`src/rtl/pwm_tmr_pkg.sv`:
```
package pwm_tmr_pkg;
  // Action applied to the waveform register at a clock edge.
  typedef enum logic [1:0] {
    WAVE_HOLD = 2'd0,
    WAVE_SET  = 2'd1,
    WAVE_CLR  = 2'd2
  } wave_op_e;

  function automatic bit width_supported(input int w);
    return (w == 16) || (w == 20);
  endfunction
endpackage

```
`src/rtl/pwm_tmr_count.sv`:
```
module pwm_tmr_count #(
  parameter int CNT_W = 16
) (
  input  logic             clk,
  input  logic             rst,
  input  logic             tick_i,
  input  logic [CNT_W-1:0] term_ref_i,
  output logic [CNT_W-1:0] count_o,
  output logic [CNT_W-1:0] next_o,
  output logic             step_o
);
  localparam logic [CNT_W-1:0] ONE = CNT_W'(1);

  logic [CNT_W-1:0] count_q;

  // Value the counter takes at the edge that accepts a tick.
  always_comb begin
    if (count_q == term_ref_i) next_o = '0;
    else                       next_o = count_q + ONE;
  end

  always_ff @(posedge clk) begin
    if (rst)         count_q <= '0;
    else if (tick_i) count_q <= next_o;
  end

  assign step_o  = tick_i;
  assign count_o = count_q;
endmodule

```
`src/rtl/pwm_tmr_cmp.sv`:
```
module pwm_tmr_cmp
  import pwm_tmr_pkg::*;
#(
  parameter int CNT_W = 16
) (
  input  logic             clk,
  input  logic             rst,
  input  logic             step_i,
  input  logic [CNT_W-1:0] next_i,
  input  logic [CNT_W-1:0] term_ref_i,
  input  logic [CNT_W-1:0] mid_ref_i,
  input  logic             pwm_en_i,
  output logic             term_hit_o,
  output wave_op_e         op_o
);
  logic mid_hit;
  logic clr_pend_q;

  assign term_hit_o = step_i && (next_i == term_ref_i);
  assign mid_hit    = step_i && pwm_en_i && (next_i == mid_ref_i);

  // The clear waits for the falling edge of the one-cycle tick pulse.
  always_ff @(posedge clk) begin
    if (rst) clr_pend_q <= 1'b0;
    else     clr_pend_q <= mid_hit;
  end

  always_comb begin
    if (term_hit_o)      op_o = WAVE_SET;
    else if (clr_pend_q) op_o = WAVE_CLR;
    else                 op_o = WAVE_HOLD;
  end
endmodule

```
`src/rtl/pwm_tmr_wave.sv`:
```
module pwm_tmr_wave
  import pwm_tmr_pkg::*;
(
  input  logic     clk,
  input  logic     rst,
  input  wave_op_e op_i,
  input  logic     term_hit_i,
  input  logic     irq_en_i,
  output logic     wave_o,
  output logic     hit_o,
  output logic     irq_o
);
  always_ff @(posedge clk) begin
    if (rst) begin
      wave_o <= 1'b0;
      hit_o  <= 1'b0;
      irq_o  <= 1'b0;
    end else begin
      unique case (op_i)
        WAVE_SET: wave_o <= 1'b1;
        WAVE_CLR: wave_o <= 1'b0;
        default:  wave_o <= wave_o;
      endcase
      hit_o <= term_hit_i;
      irq_o <= term_hit_i && irq_en_i;
    end
  end
endmodule

```
`src/rtl/pwm_mref_timer.sv`:
```
module pwm_mref_timer
  import pwm_tmr_pkg::*;
#(
  parameter int CNT_W = 16
) (
  input  logic             clk,
  input  logic             rst,
  input  logic             tick_i,
  input  logic [CNT_W-1:0] term_ref_i,
  input  logic [CNT_W-1:0] mid_ref_i,
  input  logic             pwm_en_i,
  input  logic             irq_en_i,
  output logic             wave_o,
  output logic             hit_o,
  output logic             irq_o
);
  logic [CNT_W-1:0] count_q;
  logic [CNT_W-1:0] next_w;
  logic             step_w;
  logic             term_hit_w;
  wave_op_e         op_w;

  pwm_tmr_count #(.CNT_W(CNT_W)) u_count (
    .clk        (clk),
    .rst        (rst),
    .tick_i     (tick_i),
    .term_ref_i (term_ref_i),
    .count_o    (count_q),
    .next_o     (next_w),
    .step_o     (step_w)
  );

  pwm_tmr_cmp #(.CNT_W(CNT_W)) u_cmp (
    .clk        (clk),
    .rst        (rst),
    .step_i     (step_w),
    .next_i     (next_w),
    .term_ref_i (term_ref_i),
    .mid_ref_i  (mid_ref_i),
    .pwm_en_i   (pwm_en_i),
    .term_hit_o (term_hit_w),
    .op_o       (op_w)
  );

  pwm_tmr_wave u_wave (
    .clk        (clk),
    .rst        (rst),
    .op_i       (op_w),
    .term_hit_i (term_hit_w),
    .irq_en_i   (irq_en_i),
    .wave_o     (wave_o),
    .hit_o      (hit_o),
    .irq_o      (irq_o)
  );
endmodule

```
`config.mk`:
```
export PLATFORM = sky130hd
export DESIGN_NAME = pwm_mref_timer
export DESIGN_NICKNAME = d
export VERILOG_FILES = /design/src/rtl/pwm_tmr_pkg.sv /design/src/rtl/pwm_tmr_count.sv /design/src/rtl/pwm_tmr_cmp.sv /design/src/rtl/pwm_tmr_wave.sv /design/src/rtl/pwm_mref_timer.sv
export SDC_FILE = /design/constraint.sdc
export NUM_CORES = 1
export LEC_CHECK = 0
export BUFFER_PORTS_ARGS = -buffer_cell sky130_fd_sc_hd__buf_2
export CAP_MARGIN = 20
export CORE_MARGIN = 1
export CORE_UTILIZATION = 56
export CTS_CLUSTER_SIZE = 30
export DETAILED_ROUTE_END_ITERATION = 8
export PLACE_DENSITY = 0.81
export SETUP_SLACK_MARGIN = 0.05
export SKIP_LAST_GASP = 1
export SYNTH_ARGS = -nofsm -noshare
export SYNTH_HDL_FRONTEND = slang
export SYNTH_SLANG_ARGS = --single-unit
```
`constraint.sdc`:
```
create_clock -name clk -period 2.7 [get_ports clk]
set_input_delay 0.135 -clock clk [delete_from_list [all_inputs] [get_ports clk]]
set_output_delay 0.135 -clock clk [all_outputs]
set_load 0.05 [all_outputs]
```
* After elaboration in Yosys (flattened, before gate mapping)
Index checks and enable logic that the tools add are counted.
** Storage, ports and cells
- Register bits after elaboration :: 20
- Bits of input ports :: 37
- Logic and storage cells :: 20
** Cells by class
- $add $sub $neg :: 1
- Eq/ne operators :: 5
- Mux-type cells :: 4
- Reductions and logical operators :: 5
** Operators by type and width (number)
- equality test 16 bit :: 3
- adder 16 x 1 -> 16 bit, second input constant :: 1
- two-way mux 16 bit :: 1
- logical AND 1 bit :: 4
- two-way mux 2 bit :: 2
- equality test 2 x 1 -> 1 bit, second input constant :: 1
- equality test 2 bit, second input constant :: 1
- case mux 1 bit (2 select lines) :: 1
- nonzero test 2 bit :: 1

* Longest topological paths before layout
- Depth in word-level cells :: 7
- Mapped depth :: 10

* Modules after synthesis
From an unflattened synthesis, not the netlist that was laid out.
** Second synthesis, totals
- Cells, all modules :: 239
- Area total of the unflattened synthesis :: 1970.6 sq um
** By module, submodules not included
- pwm_tmr_count :: times used 1, cells an instance 180, area each 1466.4 sq um, sequential area each 320.3 sq um
- pwm_tmr_cmp :: times used 1, cells an instance 49, area each 396.6 sq um, sequential area each 20.0 sq um
- pwm_tmr_wave :: times used 1, cells an instance 10, area each 107.6 sq um, sequential area each 60.1 sq um

* Least setup slack after synthesis
OpenSTA, ideal clock, no wires.
- Path kind :: reg-to-reg
- Start :: reg u_count.count_q[9] (netlist: u_count.count_o[9])
- End :: reg u_cmp.clr_pend_q
- Setup time :: 0.103 ns
- Arrival :: 2.354 ns
- Required time :: 2.597 ns
- Slack :: 0.242 ns
- Cell stages (with the launch flop) :: 9
- Buffers on the path :: 1
- Cells stage by stage :: dfxtp_1 > clkbuf_1 > nand4_1 > nor3_1 > xnor2_1 > or4bb_1 > a21oi_1 > a2bb2o_1 > a2111oi_2
** On the way
- Word-level cells in the longest chain between the ends :: 4
- Elaborated cells between the ends (all ways) :: 5
** RTL lines
- start: declaration :: line pwm_tmr_count.sv:14 : logic [CNT_W-1:0] count_q;
- start signal: assignment :: line pwm_tmr_count.sv:24 : else if (tick_i) count_q <= next_o;
- adder 16 x 1 -> 16 bit / equality test 16 bit (equally long branches) :: line pwm_tmr_count.sv:19, pwm_tmr_count.sv:18
- two-way mux 16 bit (*) :: line pwm_tmr_count.sv:18 : if (count_q == term_ref_i) next_o = '0;
- equality test 16 bit (*) :: line pwm_tmr_cmp.sv:20 : assign mid_hit = step_i && pwm_en_i && (next_i == mid_ref_i);
- logical AND 1 bit (*) :: line pwm_tmr_cmp.sv:20
- end signal: assignment :: line pwm_tmr_cmp.sv:25 : else clr_pend_q <= mid_hit;
- end: declaration :: line pwm_tmr_cmp.sv:17 : logic clr_pend_q;
Mark *: on every way between the ends. The rest lies on a longest branch, timed or not.
A chain may end at the register's enable or synchronous reset.

* Worst setup path in the final report
- Start :: reg u_count.count_q[5] (netlist: u_count.count_o[5])
- End :: reg u_wave.irq_o
** On the way
- Word-level cells in the longest chain between the ends :: 5
- Elaborated cells between the ends (all ways) :: 6
** RTL lines
- adder 16 x 1 -> 16 bit / equality test 16 bit (equally long branches) :: line pwm_tmr_count.sv:19, pwm_tmr_count.sv:18
- two-way mux 16 bit (*) :: line pwm_tmr_count.sv:18
- equality test 16 bit (*) :: line pwm_tmr_cmp.sv:19 : assign term_hit_o = step_i && (next_i == term_ref_i);
- logical AND 1 bit (*) :: line pwm_tmr_cmp.sv:19
- logical AND 1 bit (*) :: line pwm_tmr_wave.sv:25 : irq_o <= term_hit_i && irq_en_i;
- end signal: assignment :: line pwm_tmr_wave.sv:25
- end: declaration :: line pwm_tmr_wave.sv:11 : output logic irq_o
Marked as above.

==> results.toml <==
[routing]
antenna_left = 0
wl_per_cell_um = 15.43
via_per_inst = 6.113
firstDrtPassIters = 4
vias = 2225
routed_wl_mm = 5.615
drt_iter0_drc = 213
drc = 0

[timing]
holdWs_ns = 0.08941
hold_viol = 0
setup_violations = 0
tightest_slew_ns = 0.6616
setup_slack_ns = 0.1792
period_share = 0.9336
fmax_mhz = 396.7
slew-limit-headroom = 0.5558
drv_slew = 0
tns_ns = 0
fin_crit_ns = 2.521
skew_ns = 0.004408
rsz0062_at_grt = "no"

[pwr]
p_comb_frac = 0.230
intPower_uw = 465.6
pwr_density_cell_nw_per_um2 = 263.3
sequentialPowerShare = 0.461
p_clk_frac = 0.309
vdd.ir_drop.worst_mv = 0.3980
p_sw_frac = 0.2816
p_leak_nw = 0.9875
p_sw_uw = 182.5

[cts]
clk_path_buf_depth = 2
clk_pin_slew_ns = 0.08
root_buffer = "clkbuf_8"
clk-insertion-delay-late_ns = 0.26
cts_sinks = 20
numCtsBuffers = 3
cts_tree = "done"
htreeDepth = 1

[finish]
antenna_cells = 0
area_growth_pct = 18.78
utilization = 0.7150
drive_above_1_share = 0.2767
fin_cells = 364
layout.nets = 358
fillers = 282
seqCellArea_um2 = 407.9
multi_input_area_um2 = 1556

[placement]
gp_congestion = 0.9243
dp_cells = 355
place_worst_setup_slack_ns = 0.09085
hpwl_mm = 4.242
portBuffers = 39

[die]
coreArea_um2 = 3442
dieArea_um2 = 3947
die_h_um = 62.83
placementRows = 21
ioPinCount = 40
die_x_um = 62.83
start_util = 0.6020

[yosys]
synth_edf_count = 0
ys_seq_area_frac = 0.1932
syn_area_per_cell_um2 = 7.562
synth-async-reset-ratio = 0
syn_area_um2 = 2072
ys_warn_count = 0
synth_cells = 274
synth_fp_nets = 312
yosysUniqueCellTypes = 59
synthFlopType = "dfxtp_1"
synth_seq_cells = 20

[job]
maxCapViolCount = 0

[min_path]
hold_class = "primary input to flop"
hold_depth = 3
hold-path-endpoint = "u_wave.irq_o$_SDFF_PP0_"
min_from = "irq_en_i"

[setup_path]
timing.rr.start = "u_count.count_o[5]$_SDFFE_PP0P_"
reg2reg_setup_slack_ns = 0.18
critPathKind = "flop to flop"
crit_path_start = "u_count.count_o[5]$_SDFFE_PP0P_"
critPathCaptureType = "flop"
worst-path-max-fanout = 11
startpoint_type = "flop"
worst_r2r_path_depth = 8
crit_arrival_ns = 2.71
worst_r2r_endpoint = "u_wave.irq_o$_SDFF_PP0_"
cp_data_required_time_ns = 2.89

[grt]
antenna_found_initial = 0
grt_pass1_wl_mm = 8.935
gr-usage-all-layers = 0.2872
grt_max_degree = 19
grt_pass1_vias = 1899
overflow = 0

[run_status]
status = "finished, final reports clean"
-- worst max-delay path, cell delays in order (launching register included) --
cell and delay (ns):
dfxtp_2 0.37, xor2_1 0.17, or4_4 0.54, nor4_4 0.26, buf_6 0.19, mux2_2 0.33
o22ai_1 0.19, nand4_1 0.20, nor3_1 0.20
-- flip-flops by register name, summed over array words and instances, names as in the netlist --
register,cells
u_cmp.clr_pend_q,1
u_wave.wave_o,1
u_count.count_o,16
u_wave.irq_o,1
u_wave.hit_o,1
-- synthesized netlist by cell type, drive strengths merged, types with 4 or more instances --
master | number | area share
a21oi | 22 | 0.053
buf | 11 | 0.034
clkbuf | 11 | 0.021
dfxtp | 20 | 0.19
inv | 4 | 0.0072
nand2 | 16 | 0.029
nand3 | 8 | 0.019
nand3b | 5 | 0.018
nand4 | 10 | 0.036
nor2 | 32 | 0.058
nor3 | 14 | 0.036
nor3b | 4 | 0.014
nor4 | 5 | 0.030
o21ai | 18 | 0.043
or2 | 6 | 0.018
or3 | 4 | 0.012
or4 | 4 | 0.016
xnor2 | 29 | 0.12
xor2 | 9 | 0.038
-- cell type report --
cell class | count | area share
Inverter | 5 | 0.007626
Multi-Input combinational cell | 227 | 0.6324
Tap cell | 46 | 0.02339
Timing Repair Buffer | 63 | 0.1540
Clock buffer | 3 | 0.01678
Sequential cell | 20 | 0.1657
-- power groups by stage --
stage	logic, mW	clock network [mW]	registers (mW)
3_5_place_dp	0.145	0	0.306
4_1_cts	0.146	0.202	0.299
3_3_place_gp	0.144	0	0.306
6_report	0.149	0.200	0.299
5_1_grt	0.161	0.215	0.299
2_1_floorplan	0.0818	0	0.306
-- through the flow --
step / area (um2) / power [mW]
final: 2461 / 0.6481
after global routing: 2461 / 0.6755
after CTS: 2390 / 0.6468
after global placement: 2347 / 0.4498
after detailed placement: 2347 / 0.4512
after floorplan: 2072 / 0.3881
-- cells by family (layout without fill, tap and decap cells) --
group | Yosys count | after routing | share of synthesized area
xor gates and xnor gates | 42 | 42 | 0.2047
adders and majority gates | 1 | 1 | 0.006038
and+or+nand+nor | 121 | 121 | 0.3345
buffers and inverters | 27 | 71 | 0.06340
AOI/OAI and AO/OA | 61 | 61 | 0.1878
DFF | 20 | 20 | 0.1932
muxes | 2 | 2 | 0.01027
-- how the worst max path moves through the flow --
stage	to	slack, ns	depth (start not counted)
after global routing	u_cmp.clr_pend_q$_SDFF_PP0_	0.02	9
final	u_wave.irq_o$_SDFF_PP0_	0.18	8
after CTS	u_cmp.clr_pend_q$_SDFF_PP0_	0.1	8
after detailed placement	u_cmp.clr_pend_q$_SDFF_PP0_	0.09	8
after floorplan	u_cmp.clr_pend_q$_SDFF_PP0_	0.24	8
after global placement	u_cmp.clr_pend_q$_SDFF_PP0_	0.14	8
-- cells in the final DEF, fill, tap and decap left out, types with 4 or more instances in the layout --
cell type,netlist,layout
nand3b_1,5,5
o21ai_0,13,13
xor2_1,9,9
or3_1,4,4
or2_2,4,4
nand2_1,16,16
nor2_1,32,32
nand3_1,8,7
nor3b_1,4,4
nor3_1,13,12
dfxtp_2,0,6
buf_4,1,23
inv_1,4,4
xnor2_1,29,29
nand4_1,8,8
dfxtp_1,20,14
buf_2,8,39
a21oi_1,22,22
o21ai_1,5,5
-- layer usage --
metal,part of all wire,track usage
met5,0,0
met4,0.020,0.04942
met1,0.41,0.3774
met2,0.47,0.4932
met3,0.095,0.04927
-- repair_timing --
action | 4_1_cts | 5_1_grt
resized for setup | 1 | 9
endpoints found under the setup margin | 1 | 2
hold endpoints to repair | 0 | 0
hold buffers | 0 | 0
setup buffers | 0 | 6
pin swaps | 0 | 2
Power figures use the tool's default switching activity.
